$ cat src/rtl/pt_walker_pkg.sv
package pt_walker_pkg;

  // strobes from the control FSM to the datapath
  typedef struct packed {
    logic capture;      // latch a new request
    logic descend;      // move the table base down one level
    logic finishPa;     // complete with a translated address
    logic finishFault;  // complete with an invalid-entry fault
  } walkCmd_t;

  typedef enum logic [1:0] {
    ST_IDLE,
    ST_ISSUE,
    ST_WAIT
  } walkState_t;

endpackage

$ cat src/rtl/pt_walker_ctrl.sv
module pt_walker_ctrl
  import pt_walker_pkg::*;
#(
  parameter int LEVELS = 4,
  parameter int LVL_W  = $clog2(LEVELS + 1)
) (
  input  logic             clk,
  input  logic             rstN,
  input  logic             reqValid,
  input  logic             memReqReady,
  input  logic             memRspValid,
  input  logic             pteValid,
  output logic             reqReady,
  output logic             memReqValid,
  output logic [LVL_W-1:0] level,
  output walkCmd_t         cmd
);

  walkState_t state;
  logic       lastLevel;

  assign lastLevel   = (level == LVL_W'(LEVELS - 1));
  assign reqReady    = (state == ST_IDLE);
  assign memReqValid = (state == ST_ISSUE);

  always_comb begin
    cmd             = '0;
    cmd.capture     = (state == ST_IDLE) && reqValid;
    cmd.descend     = (state == ST_WAIT) && memRspValid && pteValid && !lastLevel;
    cmd.finishPa    = (state == ST_WAIT) && memRspValid && pteValid && lastLevel;
    cmd.finishFault = (state == ST_WAIT) && memRspValid && !pteValid;
  end

  always_ff @(posedge clk or negedge rstN) begin
    if (!rstN) begin
      state <= ST_IDLE;
      level <= '0;
    end else begin
      case (state)
        ST_IDLE: if (reqValid) begin
          state <= ST_ISSUE;
          level <= '0;
        end
        ST_ISSUE: if (memReqReady) state <= ST_WAIT;
        ST_WAIT: if (memRspValid) begin
          if (cmd.descend) begin
            state <= ST_ISSUE;
            level <= level + LVL_W'(1);
          end else begin
            state <= ST_IDLE;
          end
        end
        default: state <= ST_IDLE;
      endcase
    end
  end

endmodule

$ cat src/rtl/pt_walker_dp.sv
module pt_walker_dp
  import pt_walker_pkg::*;
#(
  parameter int VA_W   = 48,
  parameter int PA_W   = 40,
  parameter int LEVELS = 4,
  parameter int IDX_W  = 9,
  parameter int OFF_W  = 12,
  parameter int PTE_W  = 64,
  parameter int LVL_W  = $clog2(LEVELS + 1)
) (
  input  logic             clk,
  input  logic             rstN,
  input  walkCmd_t         cmd,
  input  logic [LVL_W-1:0] level,
  input  logic [VA_W-1:0]  reqVa,
  input  logic [PA_W-1:0]  ptBase,
  input  logic [PTE_W-1:0] memRspData,
  output logic [PA_W-1:0]  memReqAddr,
  output logic             pteValid,
  output logic             done,
  output logic             fault,
  output logic [LVL_W-1:0] faultLevel,
  output logic [PA_W-1:0]  pa
);

  localparam int ENT_SH = $clog2(PTE_W / 8);
  localparam int PPN_W  = PA_W - OFF_W;

  logic [VA_W-1:0]  vaQ;
  logic [PA_W-1:0]  tableQ;
  logic [IDX_W-1:0] idx;
  logic [PPN_W-1:0] ppn;
  logic             unusedPteBits;

  assign ppn           = memRspData[PA_W-1:OFF_W];
  assign pteValid      = memRspData[0];
  assign unusedPteBits = ^{memRspData[PTE_W-1:PA_W], memRspData[OFF_W-1:1]};

  // pick the index slice for the current level, top slice first
  always_comb begin
    idx = '0;
    for (int l = 0; l < LEVELS; l++) begin
      if (level == LVL_W'(l)) idx = vaQ[OFF_W + (LEVELS - 1 - l) * IDX_W +: IDX_W];
    end
  end

  assign memReqAddr = tableQ + PA_W'({idx, {ENT_SH{1'b0}}});

  always_ff @(posedge clk or negedge rstN) begin
    if (!rstN) begin
      vaQ        <= '0;
      tableQ     <= '0;
      done       <= 1'b0;
      fault      <= 1'b0;
      faultLevel <= '0;
      pa         <= '0;
    end else begin
      done <= cmd.finishPa || cmd.finishFault;
      if (cmd.capture) begin
        vaQ    <= reqVa;
        tableQ <= ptBase;
      end
      if (cmd.descend) tableQ <= {ppn, {OFF_W{1'b0}}};
      if (cmd.finishPa) begin
        pa         <= {ppn, vaQ[OFF_W-1:0]};
        fault      <= 1'b0;
        faultLevel <= '0;
      end
      if (cmd.finishFault) begin
        pa         <= '0;
        fault      <= 1'b1;
        faultLevel <= level + LVL_W'(1);
      end
    end
  end

endmodule

$ cat src/rtl/pt_walker.sv
module pt_walker
  import pt_walker_pkg::*;
#(
  parameter int VA_W   = 48,
  parameter int PA_W   = 40,
  parameter int LEVELS = 4,
  parameter int IDX_W  = 9,
  parameter int OFF_W  = 12,
  parameter int PTE_W  = 64,
  parameter int LVL_W  = $clog2(LEVELS + 1)
) (
  input  logic             clk,
  input  logic             rstN,
  input  logic             reqValid,
  output logic             reqReady,
  input  logic [VA_W-1:0]  reqVa,
  input  logic [PA_W-1:0]  ptBase,
  output logic             memReqValid,
  input  logic             memReqReady,
  output logic [PA_W-1:0]  memReqAddr,
  input  logic             memRspValid,
  input  logic [PTE_W-1:0] memRspData,
  output logic             done,
  output logic             fault,
  output logic [LVL_W-1:0] faultLevel,
  output logic [PA_W-1:0]  pa
);

  walkCmd_t         cmd;
  logic [LVL_W-1:0] level;
  logic             pteValid;

  pt_walker_ctrl #(.LEVELS(LEVELS), .LVL_W(LVL_W)) u_ctrl (
    .clk(clk), .rstN(rstN), .reqValid(reqValid), .memReqReady(memReqReady),
    .memRspValid(memRspValid), .pteValid(pteValid), .reqReady(reqReady),
    .memReqValid(memReqValid), .level(level), .cmd(cmd)
  );

  pt_walker_dp #(
    .VA_W(VA_W), .PA_W(PA_W), .LEVELS(LEVELS), .IDX_W(IDX_W),
    .OFF_W(OFF_W), .PTE_W(PTE_W), .LVL_W(LVL_W)
  ) u_dp (
    .clk(clk), .rstN(rstN), .cmd(cmd), .level(level), .reqVa(reqVa),
    .ptBase(ptBase), .memRspData(memRspData), .memReqAddr(memReqAddr),
    .pteValid(pteValid), .done(done), .fault(fault),
    .faultLevel(faultLevel), .pa(pa)
  );

endmodule

$ cat config.mk
export PLATFORM = sky130hd
export DESIGN_NAME = pt_walker
export DESIGN_NICKNAME = d
export VERILOG_FILES = /design/src/rtl/pt_walker_pkg.sv /design/src/rtl/pt_walker_ctrl.sv /design/src/rtl/pt_walker_dp.sv /design/src/rtl/pt_walker.sv
export SDC_FILE = /design/constraint.sdc
export NUM_CORES = 1
export LEC_CHECK = 0
export ABC_AREA = 0
export CORE_AREA = 2 2 124 126
export CTS_BUF_LIST = sky130_fd_sc_hd__clkbuf_4
export DETAILED_ROUTE_END_ITERATION = 16
export DIE_AREA = 0 0 126 128
export PLACE_DENSITY = 0.81
export SYNTH_ARGS = -nofsm -noshare
export SYNTH_HDL_FRONTEND = slang
export SYNTH_SLANG_ARGS = --single-unit
$ cat constraint.sdc
create_clock -name clk -period 4.9 [get_ports clk]
set_clock_uncertainty 0.2 [all_clocks]
set_input_delay 0.735 -clock clk [delete_from_list [all_inputs] [get_ports clk]]
set_output_delay 0.735 -clock clk [all_outputs]
set_load 0.01 [all_outputs]
# ---- Yosys cells after proc, flatten, opt, wreduce, memory -nomap -nowiden
# Cells that the tools add are included.
dict set report op_classes {
  mux 21
  reduce_logical 16
  add_sub_neg 2
  n_eq_ne 9
}
# op count
set op_table {}
lappend op_table {{2-to-1 mux 40 bit} 4}
lappend op_table {{adder 40 x 12 -> 40 bit} 1}
lappend op_table {{2-to-1 mux 9 bit} 4}
lappend op_table {{2-to-1 mux 3 bit} 5}
lappend op_table {{equality test 3 x 2 -> 1 bit, second input constant} 2}
lappend op_table {{logical AND 1 bit} 6}
lappend op_table {{2-to-1 mux 2 bit} 3}
lappend op_table {{inequality test 2 bit, second input constant} 3}
lappend op_table {{one-hot mux 2 bit (3 select lines)} 1}
lappend op_table {{one-hot mux 3 bit (2 select lines)} 1}
lappend op_table {{nonzero test 2 bit} 3}
lappend op_table {{AND reduction 4 bit} 1}
lappend op_table {{adder 3 x 1 -> 3 bit, second input constant} 1}
lappend op_table {{equality test 3 x 1 -> 1 bit, second input constant} 1}
lappend op_table {{zero test 3 bit} 1}
lappend op_table {{2-to-1 mux 1 bit} 3}
lappend op_table {{AND reduction 3 bit} 1}
lappend op_table {{equality test 2 x 1 -> 1 bit, second input constant} 1}
lappend op_table {{equality test 2 bit, second input constant} 1}
lappend op_table {{zero test 1 bit} 2}
lappend op_table {{zero test 2 bit} 1}
lappend op_table {{inequality test 2 x 1 -> 1 bit, second input constant} 1}
lappend op_table {{logical OR 1 bit} 1}
dict set report word_totals {
  reg_bits 138
  output_inout_bits 87
}

# ---- Longest topological paths before layout
# Gate-level depths: netlist (run 1).
dict set report logic_depth {
  word_depth 7
  mapped_depth 17
}

# ---- Modules after synthesis
# Synthesis (run 1) repeated with hierarchy kept, for this count alone.
dict set report unflattened {
  cells_unflattened 664
  area_unflattened_um2 7088.0
}
# mod area_per_inst_um2 instances cells_per_inst
set modules_own_cells {}
lappend modules_own_cells {pt_walker_dp 6759.0 1 630}
lappend modules_own_cells {pt_walker_ctrl 329.1 1 34}

# ---- Worst setup path before layout (run 1)
# Ideal clock, no wire load.
dict set report synth_path {
  path_type {reg-to-output}
  start {reg u_ctrl.level[0]}
  end {out memReqAddr[35]}
  t_arrival_ns 3.090
  slack_ns 0.875
  required_time_ns 3.965
  path_stages_with_launch 17
  path_cell_list {dfrtp_1 ha_1 clkbuf_1 nor2b_1 clkbuf_1 a22oi_1 o21ai_0 a22o_1 ha_1 inv_1 fa_1 nor2b_1 o21ai_1 a21oi_2 buf_2 o211ai_1 xnor2_1}
}
dict set report synth_between {
  elab_chain_cells 6
}
# element line_no
set synth_lines {}
lappend synth_lines {{from (decl)} pt_walker_ctrl.sv:15} ;# output logic [LVL_W-1:0] level,
lappend synth_lines {{from (signal assigned)} pt_walker_ctrl.sv:48} ;# level <= level + LVL_W'(1);
lappend synth_lines {{zero test 3 bit} pt_walker_dp.sv:44} ;# if (level == LVL_W'(l)) idx = vaQ[OFF_W + (LEVELS - 1 - l) * IDX_W +: IDX_W];
lappend synth_lines {{2-to-1 mux 9 bit (3 in a row)} pt_walker_dp.sv:44}
lappend synth_lines {{2-to-1 mux 9 bit *} pt_walker_dp.sv:44}
lappend synth_lines {{adder 40 x 12 -> 40 bit *} pt_walker_dp.sv:48} ;# assign memReqAddr = tableQ + PA_W'({idx, {ENT_SH{1'b0}}});
lappend synth_lines {{to (decl)} pt_walker.sv:20} ;# output logic [PA_W-1:0] memReqAddr,
# Mark *: on every way between the ends. The rest lies on a longest branch, timed or not.

# ---- Worst setup path after layout (run 1)
dict set report layout_path {
  start {reg u_ctrl.level[0]}
  end {out memReqAddr[36]}
}
# The elaborated chain is that of the path after synthesis.

==> flow_metrics.env, run 1 <==
export IMPL_clk_pin_slew_ps=110
export IMPL_drv_slew=0
export IMPL_path_max_fanout=9
export IMPL_clockRootBuffer="clkbuf_4"
export IMPL_final_hold_viol_count=0
export IMPL_clk_latency_ps=540
export IMPL_max_stage_delay_ps=400
export IMPL_ios=244
export IMPL_hold_class="in2async"
export IMPL_cp_cell_sequence="inv_1, ha_1, nor2b_1, buf_4, a22oi_1, o21ai_0, a22o_1, ha_4, nand3_1, nor2_4, buf_4, o211ai_1, buf_4, a21oi_1, xor2_1, dlygate4sd2_1"
export IMPL_synth_nets=895
export IMPL_ant_nets=0
export IMPL_swShare_pct=42.2
export IMPL_grt_pass1_vias=5780
export IMPL_p_int_w=0.00313
export IMPL_syn_inst=722
export IMPL_rsz0062_at_grt="false"
export IMPL_synth_area_um2=6680
export IMPL_final_layout_size_suffix_gt1_share_pct=10.2
export IMPL_num_vias=5948
export IMPL_synth_most_common_cell="nand2_1"
export IMPL_synth_area_leaders="dfrtp_1, nand2_1, a22o_1"
export IMPL_drc_errors=0
export IMPL_worstSetupStartpointType="flop"
export IMPL_ys_async_sr_fraction_pct=100
export IMPL_path_common_cell="buf_4"
export IMPL_setup_tns_ps=0
export IMPL_vdd_ir_drop_max_mv=0.287
export IMPL_crit_family="buffers and inverters"
export IMPL_grt_pass1_wl_mm=29.4
export IMPL_outcome="complete, no violations"
export IMPL_totalWireLength_mm=18.1
export IMPL_gp_congestion=0.834
export IMPL_overflow=0
export IMPL_avgRoutedWirePerCell_um=16.2
export IMPL_ctsHoldBuffers=0
export IMPL_ys_top_cells_by_count="nand2_1, dfrtp_1, nor2_1"
export IMPL_fmax_mhz=213
export IMPL_cts_sinks=138
export IMPL_portBuffers=208
export IMPL_grt_max_degree=112
export IMPL_cts_buffers=17
export IMPL_dr_pass1_iters=5
export IMPL_period_share_pct=95.6
export IMPL_core_area_um2=14900
export IMPL_ys_ff_latch=138
export IMPL_synth_top_area_share_pct=51.7
export IMPL_cp_buffers_inverters=5
export IMPL_h_tree_depth=4
export IMPL_drv_cap=0
export IMPL_die_y_um=128
export IMPL_ys_flop_type="dfrtp_1"
export IMPL_critPathSlowestCell="dfrtp_1"
export IMPL_ys_seq_area_share_pct=51.7
export IMPL_cp_required_ps=3960
export IMPL_seqPwrFrac_pct=34.3
export IMPL_drt_iter0_drc=414
export IMPL_final_instance_count_excl_fill=1123
export IMPL_die_x_um=126
export IMPL_cts_buffer_depth=2
export IMPL_criticalPathCategory="reg2out"
export IMPL_dp_cells=1084
export IMPL_slew_headroom_pct=31.6
export IMPL_grtUsageTotal_pct=22.8
export IMPL_yosysWarnings=0
export IMPL_avgSynthCellArea_um2=9.25
export IMPL_power_density_nw_per_um2=585
export IMPL_p_leak_nw=4.22
export IMPL_switchingPower_w=0.00228
export IMPL_fin_crit_ps=4690
export IMPL_via_per_inst=5.30
export IMPL_cp_data_arrival_time_ps=3750
export IMPL_ys_types=43
export IMPL_grt_antenna_before_repair=1
export IMPL_netlist_top_cell_by_area="dfrtp_1"
export IMPL_tritoncts="done"
export IMPL_p_clk_share_pct=13.0
export IMPL_row_count=45
export IMPL_max_slew_worst_pin_slew_ps=1020
export IMPL_area_growth_pct=38.4
export IMPL_fin_nets=1095
export IMPL_hpwl_mm=12.6
export IMPL_power_frac_comb_pct=52.7
export IMPL_die_area_um2=16100
export IMPL_whs_ps=137
export IMPL_initial_core_util_pct=44.9
export IMPL_critPathCaptureType="output pin"
export IMPL_synth_edf_count=0
export IMPL_finalSetupViolCount=0
export IMPL_antenna_cells=0
==> worst register-to-register path: cells and delay by family (launching register included) <==
| family | cells | cell delay (ps) |
|---|---|---|
| AND/OR/NAND/NOR | 2 | 400 |
| flip-flops | 1 | 420 |
| AO/OA/AOI/OAI | 2 | 950 |
| adder cells (fa/ha/maj) | 2 | 410 |
| buffers and inverters | 3 | 590 |
==> layout make-up <==
cell class / instances / area, µm²
clock buffer: 18 / 135
clock inverter: 14 / 123
fill: 1305 / 5620
inverter: 14 / 52.6
multi-input combinational: 527 / 3110
sequential: 138 / 3450
tap: 188 / 235
timing repair buffer: 224 / 2140
==> cells in the final DEF, fill, tap and decap left out, drive strengths merged, types with 9 or more instances in the layout <==
master and n:
inv 18, clkbuf 31, nand2 198, xnor2 19
dfrtp 138, xor2 16, a21oi 33, o22ai 29
o21ai 24, a22oi 9, ha 15, nor2 71
clkdlybuf4s50 178, nand3 9, a22o 50, buf 18
nand4 10
==> per-layer routing <==
metal	vias up	track usage (%)	routed length [µm]
met1	2872	29.1	7930
met4	2	6.53	285
met3	25	6.68	1150
met2	175	38.0	8770
met5	-	0	12
li1	2874	-	-
==> cells by family after synthesis <==
kind of cell / Yosys count / share of synthesized area, %
and+or+nand+nor: 311 / 19.4
xor gates and xnor gates: 35 / 4.59
DFF: 138 / 51.7
buffers and inverters: 57 / 4.18
AOI/OAI and AO/OA: 165 / 17.1
adders and majority gates: 16 / 3.11
==> registers in the layout, indices dropped and copies added (netlist names) <==
register and cells:
u_ctrl.level 3, u_ctrl.state 2, u_dp.pa 40, u_dp.fault 1
u_dp.faultLevel 3, u_dp.vaQ 48, u_dp.done 1, u_dp.tableQ 40
==> final timing paths <==
kind                            startpoint  slack, ps  cells past startpoint               to
max in group asynchronous             rstN       3370                      2  u_dp.tableQ[16]
max reg2reg                u_ctrl.level[0]       1770                      9  u_ctrl.level[2]
min                                   rstN        140                      1      u_dp.pa[14]
min in group clk              u_dp.vaQ[28]        290                      2     u_dp.vaQ[28]
max                        u_ctrl.level[0]        210                     16   memReqAddr[36]
min reg2reg                   u_dp.vaQ[28]        290                      2     u_dp.vaQ[28]
==> power groups by stage <==
stage	combinational, W	clock, W	sequential (W)
6_report	0.00285	0.000701	0.00186
4_1_cts	0.00277	0.000714	0.00185
5_1_grt	0.00314	0.000769	0.00191
3_5_place_dp	0.00279	0	0.00187
2_1_floorplan	0.00163	0	0.00181
3_3_place_gp	0.00273	0	0.00185
==> repair_timing <==
item                       4_1_cts  5_1_grt
setup buffers                    2        5
gates resized for setup         39       62
pin swaps                        3        8
setup endpoints to repair       28       29
==> through the flow <==
| stage | total power (W) | util, % | setup WS [ps] | cell area (µm²) |
|---|---|---|---|---|
| 6_report | 0.00541 | 62.2 | 214 | 9250 |
| 5_1_grt | 0.00582 | 62.2 | 5.70 | 9250 |
| 4_1_cts | 0.00533 | 61.6 | 3.99 | 9160 |
| 3_5_place_dp | 0.00466 | 59.6 | 183 | 8850 |
| 3_3_place_gp | 0.00458 | 59.6 | 190 | 8850 |
| 2_1_floorplan | 0.00344 | - | 875 | 6680 |
Note: power is estimated with default switching activity, not from simulation.
==> run 2, diff against run 1 <==
--- a/config.mk
+++ b/config.mk
@@ -8,9 +8,11 @@
 export ABC_AREA = 0
 export CORE_AREA = 2 2 124 126
 export CTS_BUF_LIST = sky130_fd_sc_hd__clkbuf_4
+export CTS_CLUSTER_SIZE = 24
 export DETAILED_ROUTE_END_ITERATION = 16
 export DIE_AREA = 0 0 126 128
 export PLACE_DENSITY = 0.81
+export SKIP_LAST_GASP = 1
 export SYNTH_ARGS = -nofsm -noshare
 export SYNTH_HDL_FRONTEND = slang
 export SYNTH_SLANG_ARGS = --single-unit
==> run 2 against run 1 <==
  * Core utilization unchanged
  * Via count about the same
  * Critical path depth unchanged
  * Sequential power about the same
  * Sequential share of layout area unchanged
  * Routed wire length about the same
  * Hold slack about the same
  * Maximum frequency about the same
  * Largest cell class unchanged
==> flow_metrics.env, run 2 (synthesized netlist as in run 1, its figures left out) <==
export IMPL_outcome="complete, no violations"
export IMPL_p_clk_share_pct=13.0
export IMPL_h_tree_depth=4
export IMPL_grt_pass1_vias=5780
export IMPL_final_common_cell="nand2_1"
export IMPL_die_y_um=128
export IMPL_dr_pass1_iters=5
export IMPL_drt_iter0_drc=414
export IMPL_regArea_um2=3450
export IMPL_switchingPower_w=0.00228
export IMPL_top_regs="u_dp.vaQ x48, u_dp.pa x40, u_dp.tableQ x40"
export IMPL_die_x_um=126
export IMPL_die_area_um2=16100
export IMPL_finalSetupViolCount=0
export IMPL_worstSetupStartpointType="flop"
export IMPL_final_layout_size_suffix_gt1_share_pct=10.2
export IMPL_clk_latency_ps=540
export IMPL_timing_final_ws_setup_ps=218
export IMPL_grtUsageTotal_pct=22.8
export IMPL_power_density_nw_per_um2=585
export IMPL_largest_reg_flops=48
export IMPL_row_count=45
export IMPL_swShare_pct=42.2
export IMPL_cts_buffers=17
export IMPL_drv_slew=0
export IMPL_multiInputGateArea_um2=3110
export IMPL_ios=244
export IMPL_dp_slack_ps=183
export IMPL_initial_core_util_pct=44.9
export IMPL_period_share_pct=95.6
export IMPL_via_per_inst=5.29
export IMPL_grt_pass1_wl_mm=29.4
export IMPL_area_growth_pct=38.4
export IMPL_hpwl_mm=12.6
export IMPL_mostFrequentLayoutCells="nand2_1, clkdlybuf4s50_1, dfrtp_1, nor2_1, a22o_1"
export IMPL_drc_errors=0
export IMPL_cts_buffer_depth=2
export IMPL_path_max_fanout=9
export IMPL_dp_cells=1084
export IMPL_tritoncts="done"
export IMPL_p_int_w=0.00313
export IMPL_max_slew_worst_pin_slew_ps=1020
export IMPL_seqPwrFrac_pct=34.3
export IMPL_cp_data_arrival_time_ps=3750
export IMPL_slew_headroom_pct=31.6
export IMPL_avgRoutedWirePerCell_um=16.1
export IMPL_ant_nets=0
export IMPL_num_vias=5945
export IMPL_clockRootBuffer="clkbuf_4"
export IMPL_rsz0062_at_grt="true"
export IMPL_final_instance_count_excl_fill=1123
export IMPL_regMostFlops="u_dp.vaQ"
export IMPL_fin_nets=1095
export IMPL_fmax_mhz=214
export IMPL_p_leak_nw=4.22
export IMPL_overflow=0
export IMPL_utilization_pct=62.2
export IMPL_fin_crit_ps=4680
export IMPL_totalWireLength_mm=18.1
export IMPL_grt_antenna_before_repair=1
export IMPL_ctsHoldBuffers=0
export IMPL_cts_sinks=138
export IMPL_critPathCaptureType="output pin"
export IMPL_grt_max_degree=112
export IMPL_vdd_ir_drop_max_mv=0.287
export IMPL_drv_cap=0
export IMPL_gp_congestion=0.834
export IMPL_clk_pin_slew_ps=110
export IMPL_portBuffers=208
export IMPL_antenna_cells=0
export IMPL_power_frac_comb_pct=52.7
export IMPL_fillers=1305
export IMPL_final_hold_viol_count=0
export IMPL_setup_tns_ps=0
export IMPL_hold_class="in2async"
export IMPL_cp_required_ps=3960
export IMPL_core_area_um2=14900
export IMPL_criticalPathCategory="reg2out"
run 2: cell types whose count changed in the layout (fill, tap and decap cells not counted):
cell and delta:
buf_2 -1, o21ai_0 +1, clkbuf_2 +1, o21ai_1 -1
run 2: through the flow:
step / total power [W] / hold slack [ps] / cell area (µm²)
finish: 0.00541 / 136 / 9250
global route: 0.00582 / 188 / 9250
CTS: 0.00533 / 147 / 9160
detailed placement: 0.00466 / 262 / 8850
global placement: 0.00458 / 257 / 8850
floorplan: 0.00344 / 239 / 6680
run 2: final timing paths:
path                            startpoint               to  slack [ps]  cells after the start
setup reg to reg           u_ctrl.level[0]  u_ctrl.level[2]        1770                      9
setup / recovery           u_ctrl.level[0]   memReqAddr[36]         220                     16
hold / removal                        rstN      u_dp.pa[14]         140                      1
max in group asynchronous             rstN  u_dp.tableQ[16]        3370                      2
min in group clk              u_dp.vaQ[28]     u_dp.vaQ[28]         290                      2
hold reg to reg               u_dp.vaQ[28]     u_dp.vaQ[28]         290                      2
run 2: area by class of cell:
cell class / count / area share, %
Clock buffer: 18 / 1.46
Clock inverter: 14 / 1.33
Inverter: 14 / 0.568
Multi-Input combinational cell: 527 / 33.6
Sequential cell: 138 / 37.3
Tap cell: 188 / 2.54
Timing Repair Buffer: 224 / 23.2
run 2: power by group through the flow:
stage	sequential (W)	combinational [W]	clock, W
global route	0.00191	0.00314	0.000769
floorplan	0.00181	0.00163	0
finish	0.00186	0.00285	0.000701
detailed placement	0.00187	0.00279	0
CTS	0.00185	0.00277	0.000714
global placement	0.00185	0.00273	0
run 2: worst max-delay path, stage by stage, from the launching register on:
cell	delay [ps]
dfrtp_1	400
inv_1	90
ha_1	190
nor2b_1	130
buf_4	160
a22oi_1	200
o21ai_0	140
a22o_1	250
ha_4	290
nand3_1	120
nor2_4	200
buf_4	140
o211ai_1	70
buf_4	210
a21oi_1	170
xor2_1	150
dlygate4sd2_1	310
run 2: repair_timing:
item,CTS,global route
setup endpoints to repair,28,29
pin swaps,3,8
buffers inserted,2,5
resized for setup,39,60
run 2: per-layer routing:
metal  vias up  wire length, µm  GRT usage [%]
li1       2874                -              -
met1      2871             7930           29.1
met2       173             8770           38.0
met3        25             1140           6.68
met4         2              285           6.53
met5         -               12              0
